### src/rtl/cfg_pkg.sv
package cfg_pkg;

    localparam int WORD_W = 32;
    localparam int CTRL_W = 3;
    localparam int R_W    = 10;
    localparam int INT_W  = 16;
    localparam int FRAC_W = 12;
    localparam int MOD_W  = 12;
    localparam int PH_W   = 12;
    localparam int CP_W   = 4;
    localparam int DSEL_W = 3;
    localparam int PWR_W  = 2;

    // register 0
    localparam int R0_FRAC_LSB = 3;
    localparam int R0_INT_LSB  = R0_FRAC_LSB + FRAC_W;
    // register 1
    localparam int R1_MOD_LSB  = 3;
    localparam int R1_PH_LSB   = R1_MOD_LSB + MOD_W;
    // register 2
    localparam int R2_R_LSB    = 3;
    localparam int R2_MODE_BIT = 13;
    localparam int R2_CP_LSB   = 14;
    localparam int R2_DBL_BIT  = R2_CP_LSB + CP_W;
    localparam int R2_HALF_BIT = R2_DBL_BIT + 1;
    // register 4
    localparam int R4_PWR_LSB  = 3;
    localparam int R4_MUTE_BIT = 10;
    localparam int R4_DSEL_LSB = 20;

    typedef enum logic [CTRL_W-1:0] {
        SEL_R0 = 3'd0,
        SEL_R1 = 3'd1,
        SEL_R2 = 3'd2,
        SEL_R3 = 3'd3,
        SEL_R4 = 3'd4,
        SEL_R5 = 3'd5
    } reg_sel_e;

    typedef struct packed {
        logic [MOD_W-1:0]  modv;
        logic [PH_W-1:0]   phase;
        logic [R_W-1:0]    rdiv;
        logic              dbl;
        logic              half;
        logic [CP_W-1:0]   cp;
        logic [DSEL_W-1:0] dsel;
    } buf_set_t;

    typedef struct packed {
        buf_set_t           act;
        buf_set_t           shd;
        logic [INT_W-1:0]   intn;
        logic [FRAC_W-1:0]  frac;
        logic               dsel_mode;
        logic [PWR_W-1:0]   pwr;
        logic               mute;
        logic               rf_en;
    } bank_state_t;

endpackage

### src/rtl/cfg_sync.sv
module cfg_sync #(
    parameter int WIDTH  = 2,
    parameter int STAGES = 2
) (
    input  logic             clk,
    input  logic             rst_n,
    input  logic [WIDTH-1:0] async_i,
    output logic [WIDTH-1:0] rise_o
);

    localparam int DEPTH = STAGES + 1;

    typedef struct packed {
        logic [DEPTH-1:0][WIDTH-1:0] pipe;
    } sync_state_t;

    sync_state_t state_d, state_q;

    always_comb begin
        state_d = state_q;
        state_d.pipe[0] = async_i;
        for (int k = 1; k < DEPTH; k++) begin
            state_d.pipe[k] = state_q.pipe[k-1];
        end
    end

    always_ff @(posedge clk or negedge rst_n) begin
        if (!rst_n) state_q <= '0;
        else        state_q <= state_d;
    end

    assign rise_o = state_q.pipe[STAGES-1] & ~state_q.pipe[STAGES];

    AST_RISE_SINGLE: assert property (@(posedge clk) disable iff (!rst_n)
        (rise_o != '0) |=> ((rise_o & $past(rise_o)) == '0));

endmodule

### src/rtl/cfg_shift.sv
module cfg_shift
    import cfg_pkg::*;
#(
    parameter int STAGES = 2
) (
    input  logic              clk,
    input  logic              rst_n,
    input  logic              sdata_i,
    input  logic              shift_en,
    output logic [WORD_W-1:0] word_o
);

    typedef struct packed {
        logic [STAGES-1:0] dpipe;
        logic [WORD_W-1:0] sr;
    } shift_state_t;

    shift_state_t state_d, state_q;
    logic         bit_s;

    assign bit_s = state_q.dpipe[STAGES-1];

    always_comb begin
        state_d = state_q;
        state_d.dpipe = {state_q.dpipe[STAGES-2:0], sdata_i};
        if (shift_en) begin
            state_d.sr = {state_q.sr[WORD_W-2:0], bit_s};
        end
    end

    always_ff @(posedge clk or negedge rst_n) begin
        if (!rst_n) state_q <= '0;
        else        state_q <= state_d;
    end

    assign word_o = state_q.sr;

    AST_SHIFT_IN: assert property (@(posedge clk) disable iff (!rst_n)
        shift_en |=> (word_o[0] == $past(bit_s)));
    AST_SHIFT_UP: assert property (@(posedge clk) disable iff (!rst_n)
        shift_en |=> (word_o[WORD_W-1:1] == $past(word_o[WORD_W-2:0])));
    AST_SHIFT_HOLD: assert property (@(posedge clk) disable iff (!rst_n)
        !shift_en |=> $stable(word_o));

endmodule

### src/rtl/cfg_bank.sv
module cfg_bank
    import cfg_pkg::*;
(
    input  logic              clk,
    input  logic              rst_n,
    input  logic              load_i,
    input  logic [WORD_W-1:0] word_i,
    input  logic              lock_i,
    output bank_state_t       state_o
);

    bank_state_t        state_d, state_q;
    logic [CTRL_W-1:0]  ctrl;

    assign ctrl = word_i[CTRL_W-1:0];

    always_comb begin
        state_d = state_q;
        if (load_i) begin
            case (ctrl)
                SEL_R0: begin
                    state_d.frac = word_i[R0_FRAC_LSB +: FRAC_W];
                    state_d.intn = word_i[R0_INT_LSB +: INT_W];
                    state_d.act  = state_q.shd;
                end
                SEL_R1: begin
                    state_d.shd.modv  = word_i[R1_MOD_LSB +: MOD_W];
                    state_d.shd.phase = word_i[R1_PH_LSB +: PH_W];
                end
                SEL_R2: begin
                    state_d.shd.rdiv  = word_i[R2_R_LSB +: R_W];
                    state_d.shd.cp    = word_i[R2_CP_LSB +: CP_W];
                    state_d.shd.dbl   = word_i[R2_DBL_BIT];
                    state_d.shd.half  = word_i[R2_HALF_BIT];
                    state_d.dsel_mode = word_i[R2_MODE_BIT];
                end
                SEL_R4: begin
                    state_d.pwr      = word_i[R4_PWR_LSB +: PWR_W];
                    state_d.mute     = word_i[R4_MUTE_BIT];
                    state_d.shd.dsel = word_i[R4_DSEL_LSB +: DSEL_W];
                    if (!state_q.dsel_mode) begin
                        state_d.act.dsel = word_i[R4_DSEL_LSB +: DSEL_W];
                    end
                end
                SEL_R3, SEL_R5: begin
                    state_d = state_q;
                end
                default: begin
                    state_d = state_q;
                end
            endcase
        end
        state_d.rf_en = !state_q.mute || lock_i;
    end

    always_ff @(posedge clk or negedge rst_n) begin
        if (!rst_n) state_q <= '0;
        else        state_q <= state_d;
    end

    assign state_o = state_q;

    AST_CODE_IGNORE: assert property (@(posedge clk) disable iff (!rst_n)
        (load_i && ctrl > 3'd5) |=> ($stable(state_q.act) && $stable(state_q.shd)
            && $stable(state_q.intn) && $stable(state_q.frac) && $stable(state_q.pwr)
            && $stable(state_q.mute) && $stable(state_q.dsel_mode)));
    AST_ACTIVE_HOLD: assert property (@(posedge clk) disable iff (!rst_n)
        !(load_i && (ctrl == 3'd0 || ctrl == 3'd4)) |=> $stable(state_q.act));
    AST_COMMIT_ALL: assert property (@(posedge clk) disable iff (!rst_n)
        (load_i && ctrl == 3'd0) |=> (state_q.act == $past(state_q.shd)));
    AST_DSEL_NOW: assert property (@(posedge clk) disable iff (!rst_n)
        (load_i && ctrl == 3'd4 && !state_q.dsel_mode)
            |=> (state_q.act.dsel == $past(word_i[R4_DSEL_LSB +: DSEL_W])));
    AST_DSEL_HOLD: assert property (@(posedge clk) disable iff (!rst_n)
        (load_i && ctrl == 3'd4 && state_q.dsel_mode) |=> $stable(state_q.act.dsel));
    AST_MUTE_LOCK: assert property (@(posedge clk) disable iff (!rst_n)
        (state_q.mute && !lock_i) |=> !state_q.rf_en);
    AST_UNMUTED_ON: assert property (@(posedge clk) disable iff (!rst_n)
        (!state_q.mute) |=> state_q.rf_en);

endmodule

### src/rtl/serial_cfg_bank.sv
module serial_cfg_bank
    import cfg_pkg::*;
#(
    parameter int SYNC_STAGES = 2
) (
    input  logic              clk,
    input  logic              rst_n,
    input  logic              ser_clk,
    input  logic              ser_data,
    input  logic              ser_le,
    input  logic              lock_det,
    output logic [R_W-1:0]    r_div,
    output logic [INT_W-1:0]  int_n,
    output logic [FRAC_W-1:0] frac,
    output logic [MOD_W-1:0]  modulus,
    output logic [PH_W-1:0]   phase,
    output logic              ref_dbl,
    output logic              ref_half,
    output logic [CP_W-1:0]   cp_cur,
    output logic [DSEL_W-1:0] out_dsel,
    output logic [PWR_W-1:0]  out_pwr,
    output logic              rf_en
);

    localparam int EDGE_W = 2;
    localparam int IDX_SCLK = 0;
    localparam int IDX_LE   = 1;

    logic [EDGE_W-1:0] edges;
    logic [WORD_W-1:0] word;
    bank_state_t       bank;

    cfg_sync #(
        .WIDTH  (EDGE_W),
        .STAGES (SYNC_STAGES)
    ) u_sync (
        .clk     (clk),
        .rst_n   (rst_n),
        .async_i ({ser_le, ser_clk}),
        .rise_o  (edges)
    );

    cfg_shift #(
        .STAGES (SYNC_STAGES)
    ) u_shift (
        .clk      (clk),
        .rst_n    (rst_n),
        .sdata_i  (ser_data),
        .shift_en (edges[IDX_SCLK]),
        .word_o   (word)
    );

    cfg_bank u_bank (
        .clk     (clk),
        .rst_n   (rst_n),
        .load_i  (edges[IDX_LE]),
        .word_i  (word),
        .lock_i  (lock_det),
        .state_o (bank)
    );

    assign r_div    = bank.act.rdiv;
    assign int_n    = bank.intn;
    assign frac     = bank.frac;
    assign modulus  = bank.act.modv;
    assign phase    = bank.act.phase;
    assign ref_dbl  = bank.act.dbl;
    assign ref_half = bank.act.half;
    assign cp_cur   = bank.act.cp;
    assign out_dsel = bank.act.dsel;
    assign out_pwr  = bank.pwr;
    assign rf_en    = bank.rf_en;

    AST_LOAD_HOLDS_WORD: assert property (@(posedge clk) disable iff (!rst_n)
        edges[IDX_LE] |=> $stable(word));

endmodule

### config.mk
export PLATFORM = sky130hd
export DESIGN_NAME = serial_cfg_bank
export DESIGN_NICKNAME = d
export VERILOG_FILES = /design/src/rtl/cfg_pkg.sv /design/src/rtl/cfg_sync.sv /design/src/rtl/cfg_shift.sv /design/src/rtl/cfg_bank.sv /design/src/rtl/serial_cfg_bank.sv
export SDC_FILE = /design/constraint.sdc
export NUM_CORES = 1
export LEC_CHECK = 0
export BUFFER_PORTS_ARGS = -buffer_cell sky130_fd_sc_hd__buf_2
export CAP_MARGIN = 0
export CORE_MARGIN = 2
export CORE_UTILIZATION = 60
export CTS_BUF_LIST = sky130_fd_sc_hd__clkbuf_4 sky130_fd_sc_hd__clkbuf_8
export DETAILED_ROUTE_END_ITERATION = 10
export PLACE_DENSITY = 0.82
export SLEW_MARGIN = 40
export SYNTH_ARGS = -nofsm -noshare
export SYNTH_HDL_FRONTEND = slang
export SYNTH_HIERARCHICAL = 1
export SYNTH_SLANG_ARGS = --single-unit
### constraint.sdc
create_clock -name clk -period 2 [get_ports clk]
set_input_delay 0.2 -clock clk [delete_from_list [all_inputs] [get_ports clk]]
set_output_delay 0.2 -clock clk [all_outputs]
set_load 0.005 [all_outputs]
==> flow_metrics.env, run 1 <==
export IMPL_status="finished, final reports clean"
export IMPL_syn_instance_count=343
export IMPL_syn_area_per_cell_um2=18.6
export IMPL_antenna_found_initial=0
export IMPL_ir_drop_mv=0.681
export IMPL_cp_data_required_time_ns=2.32
export IMPL_firstDrtPassIters=4
export IMPL_finalClockSkew_ns=0.0108
export IMPL_clock_latency_ns=0.44
export IMPL_grt_ovfl_total=0
export IMPL_area_growth_pct=16.0
export IMPL_clock_root_buffer="clkbuf_8"
export IMPL_fmax_ghz=0.549
export IMPL_ant_nets=0
export IMPL_multiInputGateArea_mm2=0.00219
export IMPL_grt_pass1_wl_um=17500
export IMPL_clock_path_buffers=2
export IMPL_cts_buffers=17
export IMPL_die_h_um=107
export IMPL_slew_headroom=0.727
export IMPL_fin_crit_sh=0.911
export IMPL_path_max_fanout=45
export IMPL_drc=0
export IMPL_crit_path_end_kind="flip-flop"
export IMPL_startpoint_type="flip-flop"
export IMPL_clkSinkCount=158
export IMPL_crit_type="reg2reg"
export IMPL_htree_levels=4
export IMPL_regArea_mm2=0.00395
export IMPL_setup_tns_final_ns=0
export IMPL_initial_core_util=0.617
export IMPL_cap_viol_max_count=0
export IMPL_placed_area_mm2=0.00688
export IMPL_worstMarginPinSlew_ns=0.409
export IMPL_place_gp_congestion=0.712
export IMPL_drive_gt1_frac=0.608
export IMPL_antenna_cells=0
export IMPL_fin_crit_ns=1.82
export IMPL_routedWlPerCell_um=18.0
export IMPL_coreArea_mm2=0.0103
export IMPL_final_hold_viol_count=0
export IMPL_crit_arrival_ns=2.14
export IMPL_grt_pass1_vias=3188
export IMPL_ys_warn_count=6
export IMPL_via_per_inst=5.26
export IMPL_row_count=37
export IMPL_p_leak_nw=4.02
export IMPL_drtIter0Drc=105
export IMPL_hold_class="in2async"
export IMPL_fillCellCount=681
export IMPL_dp_hpwl_um=6810
export IMPL_crit_end="u_bank/state_o[20]"
export IMPL_pre_cts_ws_ns=0.229
export IMPL_fin_area_mm2=0.00739
export IMPL_portBuffers=79
export IMPL_syn_cell_area_mm2=0.00637
export IMPL_r2r_end="u_bank/state_o[20]"
export IMPL_cts_tree="yes"
export IMPL_dieArea_mm2=0.0115
export IMPL_power_density_mw_per_mm2=1130
export IMPL_rrSetupSlack_ns=0.18
export IMPL_reg2reg_depth=3
export IMPL_setup_violations=0
export IMPL_rr_startpoint="u_shift/word_o[2]"
export IMPL_die_w_um=107
export IMPL_syn_nets=349
export IMPL_grt_max_degree=55
export IMPL_rsz0062_at_grt="false"
export IMPL_startpoint="u_shift/word_o[2]"
export IMPL_wirelength_um=10600
export IMPL_vias=3104
export IMPL_grt_usage=0.202
export IMPL_nets=447
export IMPL_io_pins=80
export IMPL_drv_slew=0
export IMPL_clk_pin_slew_ns=0.09
export IMPL_setup_ws_ns=0.177
export IMPL_fin_cells=590
export IMPL_place_inst=553
==> power breakdown <==
| part | internal, mW | switching (mW) | total, mW |
|---|---|---|---|
| clock | 1.52 | 1.15 | 2.67 |
| sequential | 3.79 | 0.503 | 4.29 |
| combinational | 0.947 | 0.465 | 1.41 |
| total | 6.25 | 2.12 | 8.38 |
==> worst min path at each step <==
stage	endpoint	cells past startpoint
2_1_floorplan	u_bank/state_o[0]	0
3_3_place_gp	u_sync/state_d[2]	1
3_5_place_dp	u_bank/state_o[20]	1
4_1_cts	u_bank/state_o[54]	2
5_1_grt	u_bank/state_o[82]	2
6_report	u_bank/state_o[54]	2
==> layout by cell type, fill, tap and decap left out, types with 4 or more instances in the layout <==
master,n
dfrtp_1,158
mux2_4,97
buf_2,78
mux2_2,49
clkbuf_8,18
buf_4,8
bufinv_16,5
clkinv_4,5
dlygate4sd3_1,5
buf_12,5
nand2b_1,4
==> state kept, by name (all words and copies together) (netlist names) <==
signal and count:
u_bank/state_o 119, u_shift/bit_s 1, u_shift/state_d 1, u_shift/word_o 31, u_sync/state_d 4, u_sync/state_q 2
==> cell type report <==
type | instances | area share
Multi-Input combinational cell | 167 | 0.296
Timing Repair Buffer | 97 | 0.0828
Sequential cell | 158 | 0.535
Clock inverter | 14 | 0.0293
Clock buffer | 18 | 0.0335
Tap cell | 136 | 0.0230
==> worst max-delay path, cell delays in order (launching register included) <==
cell and delay [ns]:
dfrtp_1 0.51, or4b_4 0.58, buf_12 0.23, mux2_4 0.34
==> per-stage QoR <==
step            util  total power [mW]  hold slack (ns)
6_report       0.716              8.38            0.222
5_1_grt        0.716              8.79            0.225
4_1_cts        0.716              8.46            0.209
3_5_place_dp   0.666              5.76            0.133
3_3_place_gp   0.666              5.66            0.125
2_1_floorplan      -              5.16          -0.0956
==> metal layers <==
layer | global-route usage | routed length, um | part of all wire | vias up
li1 | - | - | - | 1412
met1 | 0.286 | 4920 | 0.46 | 1617
met2 | 0.303 | 5140 | 0.48 | 64
met3 | 0.0650 | 440 | 0.041 | 11
met4 | 0.0612 | 112 | 0.011 | 0
met5 | 0 | 0 | 0 | -
==> timing repair <==
action	CTS	global route
hold buffers	5	0
setup buffers	0	0
endpoints found under the hold margin	40	0
gates resized for setup	0	0
No activity file was read; power rests on OpenSTA's default activity.
==> inputs of run 2 (changes only) <==
--- a/config.mk
+++ b/config.mk
@@ -7,11 +7,13 @@
 export LEC_CHECK = 0
 export BUFFER_PORTS_ARGS = -buffer_cell sky130_fd_sc_hd__buf_2
 export CAP_MARGIN = 0
+export CELL_PAD_IN_SITES_DETAIL_PLACEMENT = 0
+export CELL_PAD_IN_SITES_GLOBAL_PLACEMENT = 1
 export CORE_MARGIN = 2
-export CORE_UTILIZATION = 60
+export CORE_UTILIZATION = 51
 export CTS_BUF_LIST = sky130_fd_sc_hd__clkbuf_4 sky130_fd_sc_hd__clkbuf_8
 export DETAILED_ROUTE_END_ITERATION = 10
-export PLACE_DENSITY = 0.82
+export PLACE_DENSITY_LB_ADDON = 0.1
 export SLEW_MARGIN = 40
 export SYNTH_ARGS = -nofsm -noshare
 export SYNTH_HDL_FRONTEND = slang
==> run 2 against run 1 <==
Compared with the run above:
- sequential share of layout area grew 0.26 points
- via count is essentially flat
- final area shrank 0.49%
- non-clock buffer count grew 1
- global-route usage shrank 2.5 points
- clock skew shrank 0.0022 ns
- first-iteration DRC count grew 3.8%
- hold slack gained 0.065 ns
- core utilization shrank 11 points
==> flow_metrics.env, run 2 (synthesized netlist as in run 1, its figures left out) <==
export IMPL_grt_max_degree=60
export IMPL_antenna_cells=0
export IMPL_cts_post_setup_buffers_inserted=0
export IMPL_row_count=40
export IMPL_power_density_mw_per_mm2=1080
export IMPL_initial_core_util=0.526
export IMPL_io_pins=80
export IMPL_cts_resized=0
export IMPL_vias=3101
export IMPL_clk_pin_slew_ns=0.08
export IMPL_p_switching_mw=2.03
export IMPL_setup_tns_final_ns=0
export IMPL_final_hold_viol_count=0
export IMPL_coreArea_mm2=0.0121
export IMPL_die_h_um=116
export IMPL_cap_viol_max_count=0
export IMPL_internal_power_mw=5.93
export IMPL_drv_slew=0
export IMPL_startpoint_type="flip-flop"
export IMPL_nets=448
export IMPL_die_w_um=116
export IMPL_fmax_ghz=0.574
export IMPL_drc=0
export IMPL_cp_data_required_time_ns=2.32
export IMPL_worstMarginPinSlew_ns=0.540
export IMPL_setup_violations=0
export IMPL_fin_crit_sh=0.871
export IMPL_combPwrFrac=0.177
export IMPL_place_gp_congestion=0.705
export IMPL_finalClockSkew_ns=0.00851
export IMPL_drive_gt1_frac=0.609
export IMPL_antenna_found_initial=0
export IMPL_slew_headroom=0.640
export IMPL_cts_buffers=17
export IMPL_grt_pass1_vias=3314
export IMPL_ant_nets=0
export IMPL_pwr_share_clk=0.288
export IMPL_path_cells="or4b_4, buf_12, mux2_4"
export IMPL_critical_path_top_delay_family="simple AND/OR/NAND/NOR gates"
export IMPL_area_growth_pct=15.4
export IMPL_crit_type="reg2reg"
export IMPL_clock_latency_ns=0.44
export IMPL_finalPower_mw=7.96
export IMPL_hold_class="in2async"
export IMPL_cts_tree="yes"
export IMPL_grt_ovfl_total=0
export IMPL_grt_pass1_wl_um=17800
export IMPL_dieArea_mm2=0.0134
export IMPL_crit_path_end_kind="flip-flop"
export IMPL_drtIter0Drc=109
export IMPL_htree_levels=4
export IMPL_path_buf_inv=1
export IMPL_fin_crit_ns=1.74
export IMPL_portBuffers=79
export IMPL_seqPwrFrac=0.535
export IMPL_routedWlPerCell_um=16.9
export IMPL_ir_drop_mv=0.548
export IMPL_clkSinkCount=158
export IMPL_p_leak_nw=3.99
export IMPL_clock_root_buffer="clkbuf_8"
export IMPL_final_cell_mix="dfrtp_1 (158), mux2_4 (97), buf_2 (78), mux2_2 (49), clkbuf_8 (19)"
export IMPL_firstDrtPassIters=4
export IMPL_rsz0062_at_grt="false"
export IMPL_switching_share=0.255
export IMPL_status="finished, final reports clean"
export IMPL_path_max_fanout=37
export IMPL_clock_path_buffers=2
export IMPL_cts_hold_buffers_added=5
export IMPL_crit_arrival_ns=2.06
export IMPL_cpMaxStageDelayCell="or4b_4"
export IMPL_grt_usage=0.177
export IMPL_via_per_inst=4.98
export IMPL_cp_slowest_stage_delay_ns=0.59
export IMPL_wirelength_um=10500
export IMPL_largest_register_ffs=119
export IMPL_dp_hpwl_um=6810
export IMPL_layout_commonest_cell="dfrtp_1"
[run 2: changes by cell type in the layout (fill, tap and decap cells not counted), sizes merged]
cell and delta:
bufinv -3, clkbuf +3, clkinv -2, buf +1, clkinvlp +2
[run 2: layout make-up]
type / count / area, um2
multi-input cells: 167 / 2190
repair buffers: 98 / 607
well taps: 168 / 210
clock buffers: 21 / 277
flip-flops and latches: 158 / 3950
fillers: 996 / 4760
clock inverters: 11 / 116
[run 2: final timing paths]
path                                     startpoint                  end  slack, ns  depth (start not counted)
min in group clk                u_shift/state_d[33]        u_shift/bit_s       0.35                          0
worst max register to register    u_shift/word_o[0]   u_bank/state_o[95]       0.26                          3
worst min-delay path                          rst_n  u_bank/state_o[103]       0.29                          2
max in group asynchronous                     rst_n   u_bank/state_o[68]       1.00                          3
worst max-delay path              u_shift/word_o[0]   u_bank/state_o[95]       0.26                          3
worst min register to register  u_shift/state_d[33]        u_shift/bit_s       0.35                          0
[run 2: per-stage QoR]
step,hold slack [ns],setup WS (ns),instance area (um2),instances,util
floorplan,-0.0956,0.322,6370,343,-
global placement,0.202,0.302,6910,586,0.571
detailed placement,0.208,0.263,6910,586,0.571
CTS,0.293,0.254,7350,623,0.607
global route,0.314,0.214,7350,623,0.607
finish,0.287,0.259,7350,623,0.607
[run 2: worst register-to-register path, cell delays in order (launching register included)]
cell and delay (ns):
dfrtp_1 0.46, or4b_4 0.59, buf_12 0.23, mux2_4 0.35
[run 2: per-layer routing]
metal | wire [um] | GRT usage | vias to the layer above
li1 | - | - | 1414
met1 | 4990 | 0.251 | 1615
met2 | 5000 | 0.263 | 61
met3 | 410 | 0.0523 | 11
met4 | 139 | 0.0643 | 0
met5 | 0 | 0 | -
[run 2: power by group through the flow]
stage,combinational (mW),clock [mW],sequential (mW)
after floorplan,0.958,0,4.21
after global placement,1.39,0,4.30
after detailed placement,1.43,0,4.33
after CTS,1.44,2.37,4.27
after global routing,1.55,2.53,4.36
final,1.41,2.29,4.26
==> inputs of run 3 (changes only) <==
--- a/config.mk
+++ b/config.mk
@@ -10,7 +10,7 @@
 export CELL_PAD_IN_SITES_DETAIL_PLACEMENT = 0
 export CELL_PAD_IN_SITES_GLOBAL_PLACEMENT = 1
 export CORE_MARGIN = 2
-export CORE_UTILIZATION = 51
+export CORE_UTILIZATION = 35
 export CTS_BUF_LIST = sky130_fd_sc_hd__clkbuf_4 sky130_fd_sc_hd__clkbuf_8
 export DETAILED_ROUTE_END_ITERATION = 10
 export PLACE_DENSITY_LB_ADDON = 0.1
==> run 3 against run 2 <==
Compared with the run above:
- flip-flop and latch count unchanged
- non-clock buffer count did not move
- clock skew is essentially flat
- critical path depth did not move
==> flow_metrics.env, run 3 (synthesized netlist as in run 1, its figures left out) <==
export IMPL_final_hold_viol_count=0
export IMPL_die_w_um=139
export IMPL_finalClockSkew_ns=0.00887
export IMPL_pre_cts_ws_ns=0.260
export IMPL_place_inst=647
export IMPL_setup_tns_final_ns=0
export IMPL_wirelength_um=11700
export IMPL_vias=3134
export IMPL_cap_viol_max_count=0
export IMPL_grt_usage=0.128
export IMPL_switching_share=0.246
export IMPL_fin_crit_ns=1.76
export IMPL_grt_pass1_vias=3441
export IMPL_cts_resized=0
export IMPL_clkSinkCount=158
export IMPL_hold_class="in2async"
export IMPL_largest_register_ffs=119
export IMPL_internal_power_mw=6.28
export IMPL_io_pins=80
export IMPL_clock_path_buffers=2
export IMPL_row_count=49
export IMPL_crit_arrival_ns=2.08
export IMPL_seqPwrFrac=0.512
export IMPL_finalPower_mw=8.32
export IMPL_reg2reg_depth=3
export IMPL_antenna_found_initial=0
export IMPL_crit_path_end_kind="flip-flop"
export IMPL_drive_gt1_frac=0.606
export IMPL_clk_pin_slew_ns=0.08
export IMPL_cts_tree="yes"
export IMPL_drtIter0Drc=173
export IMPL_startpoint_type="flip-flop"
export IMPL_nets=448
export IMPL_combPwrFrac=0.171
export IMPL_cp_slowest_stage_delay_ns=0.59
export IMPL_area_growth_pct=17.9
export IMPL_grt_max_degree=47
export IMPL_drv_slew=0
export IMPL_place_gp_congestion=0.668
export IMPL_drc=0
export IMPL_path_cells="or4b_4, buf_12, mux2_4"
export IMPL_layout_commonest_cell="dfrtp_1"
export IMPL_holdWs_ns=0.259
export IMPL_routedWlPerCell_um=17.2
export IMPL_dp_hpwl_um=7300
export IMPL_setup_ws_ns=0.241
export IMPL_initial_core_util=0.356
export IMPL_cpMaxStageDelayCell="or4b_4"
export IMPL_ir_drop_mv=0.452
export IMPL_fin_crit_sh=0.879
export IMPL_die_h_um=139
export IMPL_p_switching_mw=2.04
export IMPL_cts_hold_buffers_added=5
export IMPL_firstDrtPassIters=4
export IMPL_status="finished, final reports clean"
export IMPL_htree_levels=4
export IMPL_worstMarginPinSlew_ns=0.454
export IMPL_clock_latency_ns=0.44
export IMPL_fin_cells=681
export IMPL_clock_root_buffer="clkbuf_8"
export IMPL_grt_pass1_wl_um=19300
export IMPL_crit_type="reg2reg"
export IMPL_cts_buffers=17
export IMPL_cts_post_setup_buffers_inserted=0
export IMPL_setup_violations=0
export IMPL_power_density_mw_per_mm2=1110
export IMPL_grt_ovfl_total=0
export IMPL_portBuffers=79
export IMPL_ant_nets=0
export IMPL_p_leak_nw=4.03
export IMPL_pwr_share_clk=0.317
export IMPL_via_per_inst=4.60
export IMPL_rsz0062_at_grt="false"
export IMPL_dieArea_mm2=0.0193
export IMPL_final_util=0.420
export IMPL_path_max_fanout=37
export IMPL_slew_headroom=0.697
export IMPL_antenna_cells=0
export IMPL_coreArea_mm2=0.0179
export IMPL_fin_area_mm2=0.00751
export IMPL_cp_data_required_time_ns=2.33
export IMPL_final_cell_mix="dfrtp_1 (158), mux2_4 (97), buf_2 (78), mux2_2 (49), clkbuf_8 (18)"
export IMPL_fmax_ghz=0.569
export IMPL_placed_area_mm2=0.00703
[run 3: changes by cell type in the layout (fill, tap and decap cells not counted)]
cell        before  now
bufinv_16        2    5
clkinvlp_4       3    0
clkbuf_8        19   18
buf_4           10    7
clkinv_2         5    3
clkbuf_4         2    3
buf_12           4    7
clkinv_4         1    0
[run 3: layer usage]
metal  up-vias  global-route usage  part of all wire  wire length [um]
met1      1652               0.169              0.46              5400
met4         0              0.0526             0.015               181
li1       1405                   -                 -                 -
met3        14              0.0425             0.049               574
met2        63               0.196              0.47              5550
met5         -                   0                 0                 0
[run 3: path summary, 6_finish.rpt]
| kind | from | end | slack, ns |
|---|---|---|---|
| max in group asynchronous | rst_n | u_shift/word_o[12] | 1.17 |
| hold / removal | rst_n | u_sync/state_d[2] | 0.26 |
| setup / recovery | u_shift/word_o[0] | u_bank/state_o[30] | 0.24 |
| setup reg to reg | u_shift/word_o[0] | u_bank/state_o[30] | 0.24 |
| min in group clk | u_sync/state_d[2] | u_sync/state_d[4] | 0.35 |
| hold reg to reg | u_sync/state_d[2] | u_sync/state_d[4] | 0.35 |
[run 3: area by class of cell]
class | instances | area [um2]
Fill cell | 1673 | 10400
Sequential cell | 158 | 3950
Multi-Input combinational cell | 167 | 2190
Timing Repair Buffer | 98 | 644
Tap cell | 229 | 287
Clock buffer | 21 | 270
Clock inverter | 8 | 165
[run 3: power by group through the flow]
stage                     Clock [mW]  Combinational, mW  Sequential, mW
final                           2.64               1.42            4.26
after global routing            2.88               1.55            4.38
after CTS                       2.73               1.46            4.29
after detailed placement           0               1.44            4.35
after global placement             0               1.41            4.33
after floorplan                    0              0.958            4.21
[run 3: critical path: cells and delay by family, from the launching register on]
family | cells | cell delay (ns)
DFF | 1 | 0.47
and+or+nand+nor | 1 | 0.59
muxes | 1 | 0.33
buffers and inverters | 1 | 0.24
